--- config.mk ---
export PLATFORM = sky130hd
export DESIGN_NAME = bridge_gate_ctrl
export DESIGN_NICKNAME = d
export VERILOG_FILES = /design/src/rtl/bridge_gate_pkg.sv /design/src/rtl/bg_sync2.sv /design/src/rtl/bg_phase_guard.sv /design/src/rtl/bridge_gate_ctrl.sv
export SDC_FILE = /design/constraint.sdc
export NUM_CORES = 1
export LEC_CHECK = 0
export ABC_AREA = 1
export BUFFER_PORTS_ARGS = -buffer_cell sky130_fd_sc_hd__clkbuf_2
export CAP_MARGIN = 5
export CELL_PAD_IN_SITES_DETAIL_PLACEMENT = 1
export CELL_PAD_IN_SITES_GLOBAL_PLACEMENT = 2
export CORE_UTILIZATION = 31
export DETAILED_ROUTE_END_ITERATION = 16
export PLACE_DENSITY = 0.83
export SETUP_SLACK_MARGIN = 0.5
export SLEW_MARGIN = 20
export SYNTH_ARGS = -nofsm -noshare
export SYNTH_HDL_FRONTEND = slang
export SYNTH_SLANG_ARGS = --single-unit
--- constraint.sdc ---
create_clock -name clk -period 1.2 [get_ports clk]
set_input_delay 0.12 -clock clk [delete_from_list [all_inputs] [get_ports clk]]
set_output_delay 0.12 -clock clk [all_outputs]
set_load 0.01 [all_outputs]
--- src/rtl/bridge_gate_pkg.sv ---
package bridge_gate_pkg;
    localparam int unsigned N_PH = 3;

    typedef logic [N_PH-1:0] ph_vec_t;

    typedef enum logic [1:0] {
        MODE_RUN   = 2'd0,
        MODE_BRAKE = 2'd1,
        MODE_LOCK  = 2'd2
    } gate_mode_e;

    typedef struct packed {
        logic    lockout;
        ph_vec_t hi_n;
        ph_vec_t lo;
    } gate_state_t;
endpackage

--- src/rtl/bg_sync2.sv ---
module bg_sync2 #(
    parameter int unsigned WIDTH = 1
) (
    input  logic             clk,
    input  logic             rst_n,
    input  logic [WIDTH-1:0] async_i,
    output logic [WIDTH-1:0] sync_o
);
    // One two-flop chain per bit.
    for (genvar b = 0; b < WIDTH; b++) begin : g_bit
        logic meta_q, meta_d;
        logic stab_q, stab_d;

        always_comb begin
            meta_d = async_i[b];
            stab_d = meta_q;
        end

        always_ff @(posedge clk or negedge rst_n) begin
            if (!rst_n) begin
                meta_q <= 1'b0;
                stab_q <= 1'b0;
            end else begin
                meta_q <= meta_d;
                stab_q <= stab_d;
            end
        end

        assign sync_o[b] = stab_q;
    end
endmodule

--- src/rtl/bg_phase_guard.sv ---
module bg_phase_guard #(
    parameter int unsigned HOLD_LIMIT = 1000
) (
    input  logic clk,
    input  logic rst_n,
    input  logic want_lo_i,
    input  logic hi_fb_i,
    output logic lo_ok_o,
    output logic fault_o
);
    localparam int unsigned CW     = $clog2(HOLD_LIMIT + 1);
    localparam logic [CW-1:0] LIM_M1 = CW'(HOLD_LIMIT - 1);

    typedef struct packed {
        logic [CW-1:0] cnt;
        logic          fault;
    } guard_t;

    guard_t g_d, g_q;
    logic   blocked;

    always_comb begin
        blocked = want_lo_i && hi_fb_i;
        lo_ok_o = want_lo_i && !hi_fb_i;
        g_d     = g_q;
        if (blocked) begin
            if (g_q.cnt == LIM_M1) begin
                g_d.fault = 1'b1;
            end else begin
                g_d.cnt = g_q.cnt + 1'b1;
            end
        end else begin
            g_d.cnt = '0;
        end
    end

    always_ff @(posedge clk or negedge rst_n) begin
        if (!rst_n) begin
            g_q <= '0;
        end else begin
            g_q <= g_d;
        end
    end

    assign fault_o = g_q.fault;

    // the timeout flag is sticky
    p_fault_sticky_r8: assert property (@(posedge clk) disable iff (!rst_n)
        g_q.fault |=> g_q.fault);

    // the wait counter never passes its limit
    p_cnt_bound_r8: assert property (@(posedge clk) disable iff (!rst_n)
        g_q.cnt <= LIM_M1);

    // an unblocked edge restarts the wait count
    p_cnt_restart_r8: assert property (@(posedge clk) disable iff (!rst_n)
        !blocked |=> (g_q.cnt == '0));
endmodule

--- src/rtl/bridge_gate_ctrl.sv ---
module bridge_gate_ctrl
    import bridge_gate_pkg::*;
#(
    parameter int unsigned HOLD_LIMIT = 1000
) (
    input  logic       clk,
    input  logic       rst_n,
    input  logic [2:0] hi_req,
    input  logic [2:0] lo_req,
    input  logic       pwm_en,
    input  logic       brake_req,
    input  logic       uv_trip,
    input  logic       uv_clear,
    input  logic [2:0] hi_fb,
    output logic [2:0] hi_n,
    output logic [2:0] lo,
    output logic       uv_fault_n,
    output logic       fb_fault
);
    localparam int unsigned N_SYNC = 3;

    logic [N_SYNC-1:0] sync_s;
    logic              brake_s, uv_trip_s, uv_clear_s;
    gate_state_t       st_d, st_q;
    gate_mode_e        mode;
    ph_vec_t           want_lo, lo_ok, ph_fault;

    bg_sync2 #(.WIDTH(N_SYNC)) i_sync (
        .clk     (clk),
        .rst_n   (rst_n),
        .async_i ({brake_req, uv_trip, uv_clear}),
        .sync_o  (sync_s)
    );

    assign {brake_s, uv_trip_s, uv_clear_s} = sync_s;

    // Priority: lockout, then brake, then run mode.
    always_comb begin
        if (st_q.lockout)  mode = MODE_LOCK;
        else if (brake_s)  mode = MODE_BRAKE;
        else               mode = MODE_RUN;
    end

    always_comb begin
        unique case (mode)
            MODE_LOCK:  want_lo = '0;
            MODE_BRAKE: want_lo = '1;
            default:    want_lo = lo_req & ~hi_req & {N_PH{pwm_en}};
        endcase
    end

    for (genvar p = 0; p < N_PH; p++) begin : g_ph
        bg_phase_guard #(.HOLD_LIMIT(HOLD_LIMIT)) i_guard (
            .clk       (clk),
            .rst_n     (rst_n),
            .want_lo_i (want_lo[p]),
            .hi_fb_i   (hi_fb[p]),
            .lo_ok_o   (lo_ok[p]),
            .fault_o   (ph_fault[p])
        );

        // never both drives of one phase on together
        p_no_shoot_r9: assert property (@(posedge clk) disable iff (!rst_n)
            !(lo[p] && !hi_n[p]));

        // a low side comes on only after its feedback read off
        p_lo_fb_r4: assert property (@(posedge clk) disable iff (!rst_n)
            $rose(lo[p]) |-> !$past(hi_fb[p]));
    end

    always_comb begin
        st_d = st_q;
        if (uv_trip_s)       st_d.lockout = 1'b1;
        else if (uv_clear_s) st_d.lockout = 1'b0;

        st_d.hi_n = (mode == MODE_RUN) ? ~hi_req : '1;
        st_d.lo   = lo_ok;
    end

    always_ff @(posedge clk or negedge rst_n) begin
        if (!rst_n) begin
            st_q.lockout <= 1'b1;
            st_q.hi_n    <= '1;
            st_q.lo      <= '0;
        end else begin
            st_q <= st_d;
        end
    end

    assign hi_n       = st_q.hi_n;
    assign lo         = st_q.lo;
    assign uv_fault_n = !st_q.lockout;
    assign fb_fault   = |ph_fault;

    // a lockout turns every drive off on the next edge
    p_lock_off_r6: assert property (@(posedge clk) disable iff (!rst_n)
        st_q.lockout |=> (lo == 3'b000 && hi_n == 3'b111));

    // brake turns off all high sides
    p_brake_hi_r5: assert property (@(posedge clk) disable iff (!rst_n)
        (brake_s && !st_q.lockout) |=> (hi_n == 3'b111));

    // without a clear flag the lockout holds
    p_hold_r7: assert property (@(posedge clk) disable iff (!rst_n)
        (st_q.lockout && !uv_clear_s) |=> st_q.lockout);

    // with the enable low no low side is driven in run mode
    p_pwm_r3: assert property (@(posedge clk) disable iff (!rst_n)
        (mode == MODE_RUN && !pwm_en) |=> (lo == 3'b000));
endmodule

==> results of run 1 <==
==> sequential cells by signal, indices dropped and copies added, names as in the netlist <==
name                  count
g_ph.i_guard.g_q         30
st_q                      1
i_sync.g_bit.stab_q       3
i_sync.g_bit.meta_q       3
lo                        3
g_ph.i_guard.fault_o      3
hi_n                      3
==> kinds of logic (layout without fill, tap and decap cells) <==
group	count (synthesis)	after routing
fa+ha+maj	3	3
xor+xnor	5	5
compound gates	16	16
simple gates	185	185
buf+inv	42	122
flops	46	46
==> through the flow <==
| step | instances | utilization | total power (W) | hold slack, ps |
|---|---|---|---|---|
| floorplan | 297 | - | 0.00169 | -176 |
| global placement | 441 | 0.403 | 0.00182 | 113 |
| detailed placement | 441 | 0.403 | 0.00182 | 111 |
| CTS | 466 | 0.458 | 0.00329 | -19.5 |
| global route | 473 | 0.493 | 0.00342 | -8.90 |
| finish | 473 | 0.493 | 0.00330 | 9.55 |
==> timing repair <==
item | CTS | global route
setup endpoints to repair | 48 | 48
pin swaps | 8 | 18
gates resized for setup | 25 | 54
hold endpoints to repair | 49 | 1
buffers inserted | 10 | 7
==> cell type report <==
type / instances / area [sq um]
inverter: 42 / 163
clock inverter: 3 / 68.8
sequential: 46 / 1160
tap: 96 / 120
fill: 839 / 3520
clock buffer: 5 / 68.8
timing repair buffer: 72 / 597
multi-input combinational: 209 / 1240
==> final timing paths <==
| kind | to | start |
|---|---|---|
| max | uv_fault_n | st_q[6] |
| min | hi_n[0] | hi_req[0] |
| min in group asynchronous | g_ph[2].i_guard.g_q[4] | rst_n |
| min reg2reg | i_sync.g_bit[1].stab_q | i_sync.g_bit[1].meta_q |
| max in group asynchronous | hi_n[2] | rst_n |
| max reg2reg | g_ph[1].i_guard.g_q[1] | st_q[6] |
==> cells in the final DEF (no fill, tap or decap), types with 5 or more instances in the layout <==
cell / Yosys / final
nor2_2: 6 / 8
dfrtp_1: 42 / 38
buf_6: 0 / 15
nor3_1: 8 / 5
nand2_2: 2 / 9
clkbuf_8: 0 / 5
nand3_4: 0 / 5
nand2_4: 0 / 5
nand2_1: 81 / 69
buf_4: 0 / 31
inv_1: 41 / 36
nor2_1: 55 / 44
clkbuf_2: 0 / 14
nand3_2: 3 / 7
nand4_1: 7 / 7
dlygate4sd3_1: 0 / 7
inv_2: 0 / 5
nor2_4: 2 / 11
nand3_1: 19 / 10
==> critical path, stage by stage (launching register included) <==
cell	delay [ps]
dfstp_2	590
clkinv_4	70
buf_6	120
buf_6	110
==> report_power, final <==
part | leakage [nW] | internal (W) | switching, W
Sequential | 0.591 | 0.00158 | 0.0000180
Combinational | 0.896 | 0.000142 | 0.000157
Clock | 0.0683 | 0.000835 | 0.000567
==> per-layer routing <==
metal / part of all wire / global-route usage / vias up
met3: 0.021 / 0.0330 / 10
li1: - / - / 1082
met5: 0 / 0 / -
met2: 0.53 / 0.315 / 27
met4: 0.018 / 0.0551 / 0
met1: 0.43 / 0.219 / 1073
==> metrics.txt, run 1 <==
status=finished with violations; failing checks=setup timing; Hold Path Depth=2; worst endpoint required time=1080 ps; initial core utilization=0.329; Primary FF master, synth=dfrtp_1; main combinational cell family by area after synthesis=simple AND/OR/NAND/NOR gates; syn_nets=315; CP startpoint kind=flip-flop; ranking of synthesized cells by area=dfrtp_1 (46%), nand2_1 (13%), nor2_1 (9.0%); Syn Std Cell Area=2280 sq um; GRT Util Overall=0.178; # DRC=0; total gr overflow=0; Total Negative Setup Slacks=-1290 ps; vias in the first global route=2,317; crit path max fanout=2; antenna violations before repair=0; fin area=3420 sq um; Synth top area share=0.460; CTS max path bufs=2; drt initial violations=37; Synth Warn #=0; Compound-Gate Fraction of Synth Area=0.0361; cell with the most instances after synthesis=nand2_1; H-tree levels=2; Ports=23; Clock Sinks=46; vias post-DR=2,192; Synth area leader=dfrtp_1; Post-DP Area=2800 sq um; DIE AREA=7720 sq um; Netlist cell types=21; Synth Instances=297; cells on worst reg2reg path=6; post-synthesis sequential area ratio=0.506; Pleak=1.56 nW; DR pass1 iterations=4; worst setup path class=reg2out; power density over the cells=964 nW/um^2; worst slew pin tran=248 ps; max-slew violations=0; Core ar.=6940 sq um; die span in x=87.9 um; Synth Area per Inst=7.69 sq um; post-synthesis mux area share=0; max-cap viol count=0; clock root buffer=clkbuf_8; post-layout min period=1310 ps; Post-synth EDFFs=0; Worst EP arrival=1190 ps; Final Hold Fails=0; Inserted Diodes=0; final setup margin=-115 ps; DR vias/cell=4.63; Port Buffers=22; number of hold buffers added after CTS=7; Clock Latency Late Sink=300 ps; hpwl dp=4.39 mm; nets=394; largest net degree at the start of global routing=36; Antenna Nets Post-Route=0; Die Y=87.9 um; number of synthesized register bits=46; CP Capture Type=primary output; VDD IR max=0.559 mV; clock skew=8.95 ps; top post-synthesis cells by count=nand2_1 (81), nor2_1 (55), dfrtp_1 (42), inv_1 (41), nand3_1 (19); RSZ-0062 raised after global routing=true; routed len/inst=14.1 um; Final setup violation count=29; Reg2Reg Setup Slack=-90 ps; Adder-Cell Fraction of Synth Area=0.0164; RePlAce Congestion=0.764; Synth Area in XOR/XNOR=0.0192; TritonCTS Buffers=5; fin crit share=1.10; FP Rows=30; area grow syn2layout=49.7%; ys async rst share=1.00; layout cells sized above 1=0.379; maximum clock frequency=761 MHz; Place WS=-159 ps; total wire length=6.65 mm; Clk pin slew, worst setup/hold paths=90 ps; Post-Synth Simple-Gate Area=0.353; TritonCTS clock tree=built; Hold Crit Class=in2reg; first-pass GRT wire length=10.5 mm; slew margin rel.=0.835
Power figures use the tool's default switching activity.
==> run 2: changes to the inputs <==
--- a/config.mk
+++ b/config.mk
@@ -10,9 +10,9 @@
 export CAP_MARGIN = 5
 export CELL_PAD_IN_SITES_DETAIL_PLACEMENT = 1
 export CELL_PAD_IN_SITES_GLOBAL_PLACEMENT = 2
-export CORE_UTILIZATION = 31
+export CORE_UTILIZATION = 34
 export DETAILED_ROUTE_END_ITERATION = 16
-export PLACE_DENSITY = 0.83
+export PLACE_DENSITY = 0.86
 export SETUP_SLACK_MARGIN = 0.5
 export SLEW_MARGIN = 20
 export SYNTH_ARGS = -nofsm -noshare
==> constraint.sdc (replaced) <==
create_clock -name clk -period 1.5 [get_ports clk]
set_input_delay 0.15 -clock clk [delete_from_list [all_inputs] [get_ports clk]]
set_output_delay 0.15 -clock clk [all_outputs]
set_load 0.01 [all_outputs]
==> metrics.txt, run 2 (synthesis gave the netlist of run 1 again) <==
status=finished clean; Pleak=1.47 nW; Final Hold Fails=0; CTS max path bufs=2; worst setup path class=reg2reg; # DRC=0; DR vias/cell=4.88; H-tree levels=2; Ports=23; clock root buffer=clkbuf_8; Hold Path Depth=2; routed len/inst=15.2 um; maximum clock frequency=759 MHz; first-pass GRT wire length=11.4 mm; crit path max fanout=6; worst endpoint required time=1750 ps; CP startpoint kind=flip-flop; Final setup violation count=0; drt initial violations=82; VDD IR max=0.401 mV; final setup margin=182 ps; leading cell type in the layout, fill and taps excluded=nand2_1; FP Rows=29; Hold Crit Class=in2reg; post-layout min period=1320 ps; most frequent cells in the layout=nand2_1 (69), nor2_1 (41), dfrtp_1 (37); vias in the first global route=2,383; slew margin rel.=0.657; CP Capture Type=flip-flop; TritonCTS clock tree=built; initial core utilization=0.356; total wire length=6.72 mm; clock skew=13.2 ps; antenna violations before repair=0; Total Negative Setup Slacks=0 ps; Port Buffers=22; DIE AREA=7050 sq um; Clk pin slew, worst setup/hold paths=100 ps; max-cap viol count=0; die span in x=84.0 um; RePlAce Congestion=0.761; Place WS=118 ps; Core ar.=6420 sq um; worst slew pin tran=515 ps; RSZ-0062 raised after global routing=true; nets=382; TritonCTS Buffers=5; area grow syn2layout=43.8%; vias post-DR=2,159; power density over the cells=717 nW/um^2; max FFs per register=30; max-slew violations=0; GRT Util Overall=0.205; total gr overflow=0; fin crit share=0.879; Inserted Diodes=0; Antenna Nets Post-Route=0; hpwl dp=4.21 mm; DR pass1 iterations=4; Clock Sinks=46; Die Y=84.0 um; Worst EP arrival=1570 ps; largest net degree at the start of global routing=22; layout cells sized above 1=0.381; Biggest register=g_ph.i_guard.g_q; cells on worst reg2reg path=5; Clock Latency Late Sink=320 ps
[run 2: final cells by class]
type | count | area (sq um)
Clock buffer | 5 | 68.8
Multi-Input combinational cell | 209 | 1270
Tap cell | 77 | 96.3
Timing Repair Buffer | 60 | 489
Clock inverter | 3 | 28.8
Sequential cell | 46 | 1160
Fill cell | 771 | 3140
Inverter | 42 | 173
[run 2: path summary, 6_finish.rpt]
path	end	startpoint	slack, ps
setup / recovery	g_ph[1].i_guard.fault_o	st_q[6]	180
hold / removal	hi_n[0]	hi_req[0]	20
setup reg to reg	g_ph[1].i_guard.fault_o	st_q[6]	180
hold reg to reg	i_sync.g_bit[0].stab_q	i_sync.g_bit[0].meta_q	360
max in group asynchronous	g_ph[2].i_guard.g_q[4]	rst_n	660
min in group asynchronous	i_sync.g_bit[2].meta_q	rst_n	330
[run 2: power breakdown]
part           internal (W)  switching (W)  leakage [nW]
clock network      0.000349       0.000499        0.0506
logic              0.000105       0.000123         0.832
registers           0.00126      0.0000137         0.589
total               0.00172       0.000636          1.47
[run 2: stage by stage]
| stage | util | instances | power (W) | hold slack (ps) | area (sq um) |
|---|---|---|---|---|---|
| floorplan | - | 297 | 0.00135 | -146 | 2360 |
| global placement | 0.405 | 399 | 0.00143 | 173 | 2600 |
| detailed placement | 0.405 | 399 | 0.00144 | 174 | 2600 |
| CTS | 0.480 | 437 | 0.00234 | 5.57 | 3080 |
| global route | 0.511 | 442 | 0.00245 | 7.14 | 3280 |
| finish | 0.511 | 442 | 0.00235 | 15.2 | 3280 |
[run 2: repair_timing]
item	in CTS	in global routing
resized for setup	42	46
hold buffers	5	0
pin swaps	20	16
hold endpoints to repair	18	0
setup buffers	25	5
endpoints found under the setup margin	40	46
[run 2: worst max-delay path, cell delays in order, from the launching register on]
cell and delay [ps]:
dfstp_2 590, nor2_2 70, nand2_2 120, nand4_1 150
buf_6 180, o21ai_2 150
[run 2: layer usage]
layer,vias up,share of wire,global-route usage
li1,1062,-,-
met1,1044,0.45,0.266
met2,43,0.51,0.358
met3,10,0.027,0.0376
met4,0,0.012,0.0408
met5,-,0,0
==> run 3: changes to the inputs <==
--- a/config.mk
+++ b/config.mk
@@ -5,12 +5,12 @@
 export SDC_FILE = /design/constraint.sdc
 export NUM_CORES = 1
 export LEC_CHECK = 0
-export ABC_AREA = 1
+export ABC_AREA = 0
 export BUFFER_PORTS_ARGS = -buffer_cell sky130_fd_sc_hd__clkbuf_2
 export CAP_MARGIN = 5
 export CELL_PAD_IN_SITES_DETAIL_PLACEMENT = 1
 export CELL_PAD_IN_SITES_GLOBAL_PLACEMENT = 2
-export CORE_UTILIZATION = 34
+export CORE_UTILIZATION = 37
 export DETAILED_ROUTE_END_ITERATION = 16
 export PLACE_DENSITY = 0.86
 export SETUP_SLACK_MARGIN = 0.5
==> metrics.txt, run 3 <==
ranking of synthesized cells by area=dfrtp_1 (50%), dfstp_2 (5.0%), a21oi_1 (4.5%); post-layout min period=1550 ps; fin area=3460 sq um; Pleak=1.38 nW; initial core utilization=0.383; Sw Ratio=0.258; Synth Area per Inst=10.4 sq um; H-tree levels=2; # DRC=0; post-synthesis sequential area ratio=0.549; RSZ-0062 raised after global routing=true; footprint of the multi-input gates=1390 sq um; clock skew=12.2 ps; worst endpoint required time=1720 ps; TritonCTS clock tree=built; fin crit share=1.04; Synth Warn #=0; DR pass1 iterations=4; DR vias/cell=5.71; largest net degree at the start of global routing=18; TritonCTS Buffers=5; nets=309; VDD IR max=0.589 mV; Ports=23; total gr overflow=0; maximum clock frequency=643 MHz; die span in x=77.5 um; syn_nets=221; area grow syn2layout=64.3%; Core ar.=5510 sq um; Clock Latency Late Sink=310 ps; clock root buffer=clkbuf_8; leading cell type in the layout, fill and taps excluded=buf_4; Total Negative Setup Slacks=-64.2 ps; internal power=0.00172 W; Biggest register=g_ph.i_guard.g_q; most frequent cells in the layout=buf_4 (42), dfrtp_1 (38), buf_6 (20); hpwl dp=3.53 mm; routed len/inst=22.5 um; cell with the most instances after synthesis=dfrtp_1; worst setup path class=reg2reg; ys async rst share=1.00; RePlAce Congestion=0.796; Synth area leader=dfrtp_1; GR met3 Demand/Resource=0.0400; Synth Instances=203; met2 Usage GRT=0.437; worst slew pin tran=415 ps; Inserted Diodes=0; drt initial violations=90; GRT busiest layer=met2; crit path max fanout=5; vias post-DR=2,080; DIE AREA=6000 sq um; Port Buffers=22; Die Y=77.5 um; combinational power share=0.110; Clock Sinks=46; layout cells sized above 1=0.596; power density over the cells=668 nW/um^2; Clk pin slew, worst setup/hold paths=90 ps; top post-synthesis cells by count=dfrtp_1 (42), a21oi_1 (19), nand2_1 (13); GRT Util Overall=0.240; Clock Power Share=0.336; met1 Track Usage GR=0.276; status=finished with violations; CP Capture Type=flip-flop; failing checks=setup timing; vias in the first global route=2,214; antenna violations before repair=0; sequential power share=0.554; FF+latch area=1160 sq um; Antenna Nets Post-Route=0; Primary FF master, synth=dfrtp_1; final hold slack=26.0 ps; Post-synth EDFFs=0; slew margin rel.=0.723; Psw=0.000597 W; Post-DP Area=2570 sq um; max FFs per register=30; Synth top area share=0.499; max-cap viol count=0; Place WS=-12.1 ps; Netlist cell types=39; first-pass GRT wire length=10.9 mm; max-slew violations=0; Syn Std Cell Area=2110 sq um; number of synthesized register bits=46; total wire length=8.20 mm; Final setup violation count=2; FP Rows=27; Hold Crit Class=in2reg; Final Hold Fails=0; Worst EP arrival=1770 ps; final setup margin=-54.2 ps; CTS max path bufs=2; CP startpoint kind=flip-flop; fillcell total=558
run 3: cell types whose count changed after synthesis, sizes merged, moves of 7 or more:
cell	before	now
nand3	22	9
nand2	83	13
o31ai	0	8
or3	0	12
inv	41	9
nor2	63	12
or4	0	7
a21oi	8	20
run 3: cells by family (layout without fill, tap and decap cells):
kind of cell    after synthesis  in the layout  synth area share
buf+inv                      15            103            0.0279
xor+xnor                      4              4            0.0166
fa+ha+maj                     3              3            0.0178
compound gates               54             55             0.162
simple gates                 81             81             0.227
flops                        46             46             0.549
run 3: final cells by class:
class	instances	area share
multi-input combinational	143	0.400
timing repair buffer	86	0.204
clock buffer	6	0.0210
inverter	9	0.00976
clock inverter	2	0.00398
sequential	46	0.335
tap	72	0.0260
run 3: layer usage:
layer | wire, um | vias up
li1 | - | 936
met1 | 3260 | 1064
met2 | 4330 | 53
met3 | 216 | 27
met4 | 388 | 0
met5 | 0 | -
run 3: repair_timing:
item                                   4_1_cts  5_1_grt
cloned                                       1        0
buffers inserted                            29       11
pin swaps                                   23       19
setup endpoints to repair                   41       71
gates resized for setup                     50       51
endpoints found under the hold margin       14        0
hold buffers                                 4        0
run 3: power by group through the flow:
stage               Sequential [W]  Clock, W  Combinational (W)
floorplan                  0.00131         0          0.0000560
global placement           0.00130         0           0.000139
detailed placement         0.00130         0           0.000142
CTS                        0.00128  0.000788           0.000200
global route               0.00128  0.000831           0.000269
finish                     0.00128  0.000778           0.000254
run 3: path summary, 6_finish.rpt:
check                                            start                endpoint  slack, ps  cells past startpoint
min in group asynchronous                        rst_n                   lo[2]        300                      2
max in group asynchronous                        rst_n  g_ph[0].i_guard.g_q[6]        580                      3
worst max-delay path                           st_q[6]  g_ph[1].i_guard.g_q[1]        -50                      5
worst min register to register  i_sync.g_bit[1].meta_q  i_sync.g_bit[1].stab_q        360                      0
worst max register to register                 st_q[6]  g_ph[1].i_guard.g_q[1]        -50                      5
worst min-delay path                         hi_req[0]                 hi_n[0]         30                      2
run 3: through the flow:
stage          std cells  utilization  total power [W]
2_1_floorplan        203            -          0.00136
3_3_place_gp         311        0.466          0.00144
3_5_place_dp         311        0.466          0.00144
4_1_cts              353        0.571          0.00227
5_1_grt              364        0.629          0.00238
6_report             364        0.629          0.00231
run 3: critical path, cell delays in order, from the launching register on:
cell	delay (ps)
dfstp_2	410
buf_6	140
nor4bb_4	420
o21ai_4	150
buf_6	170
nor3_4	180
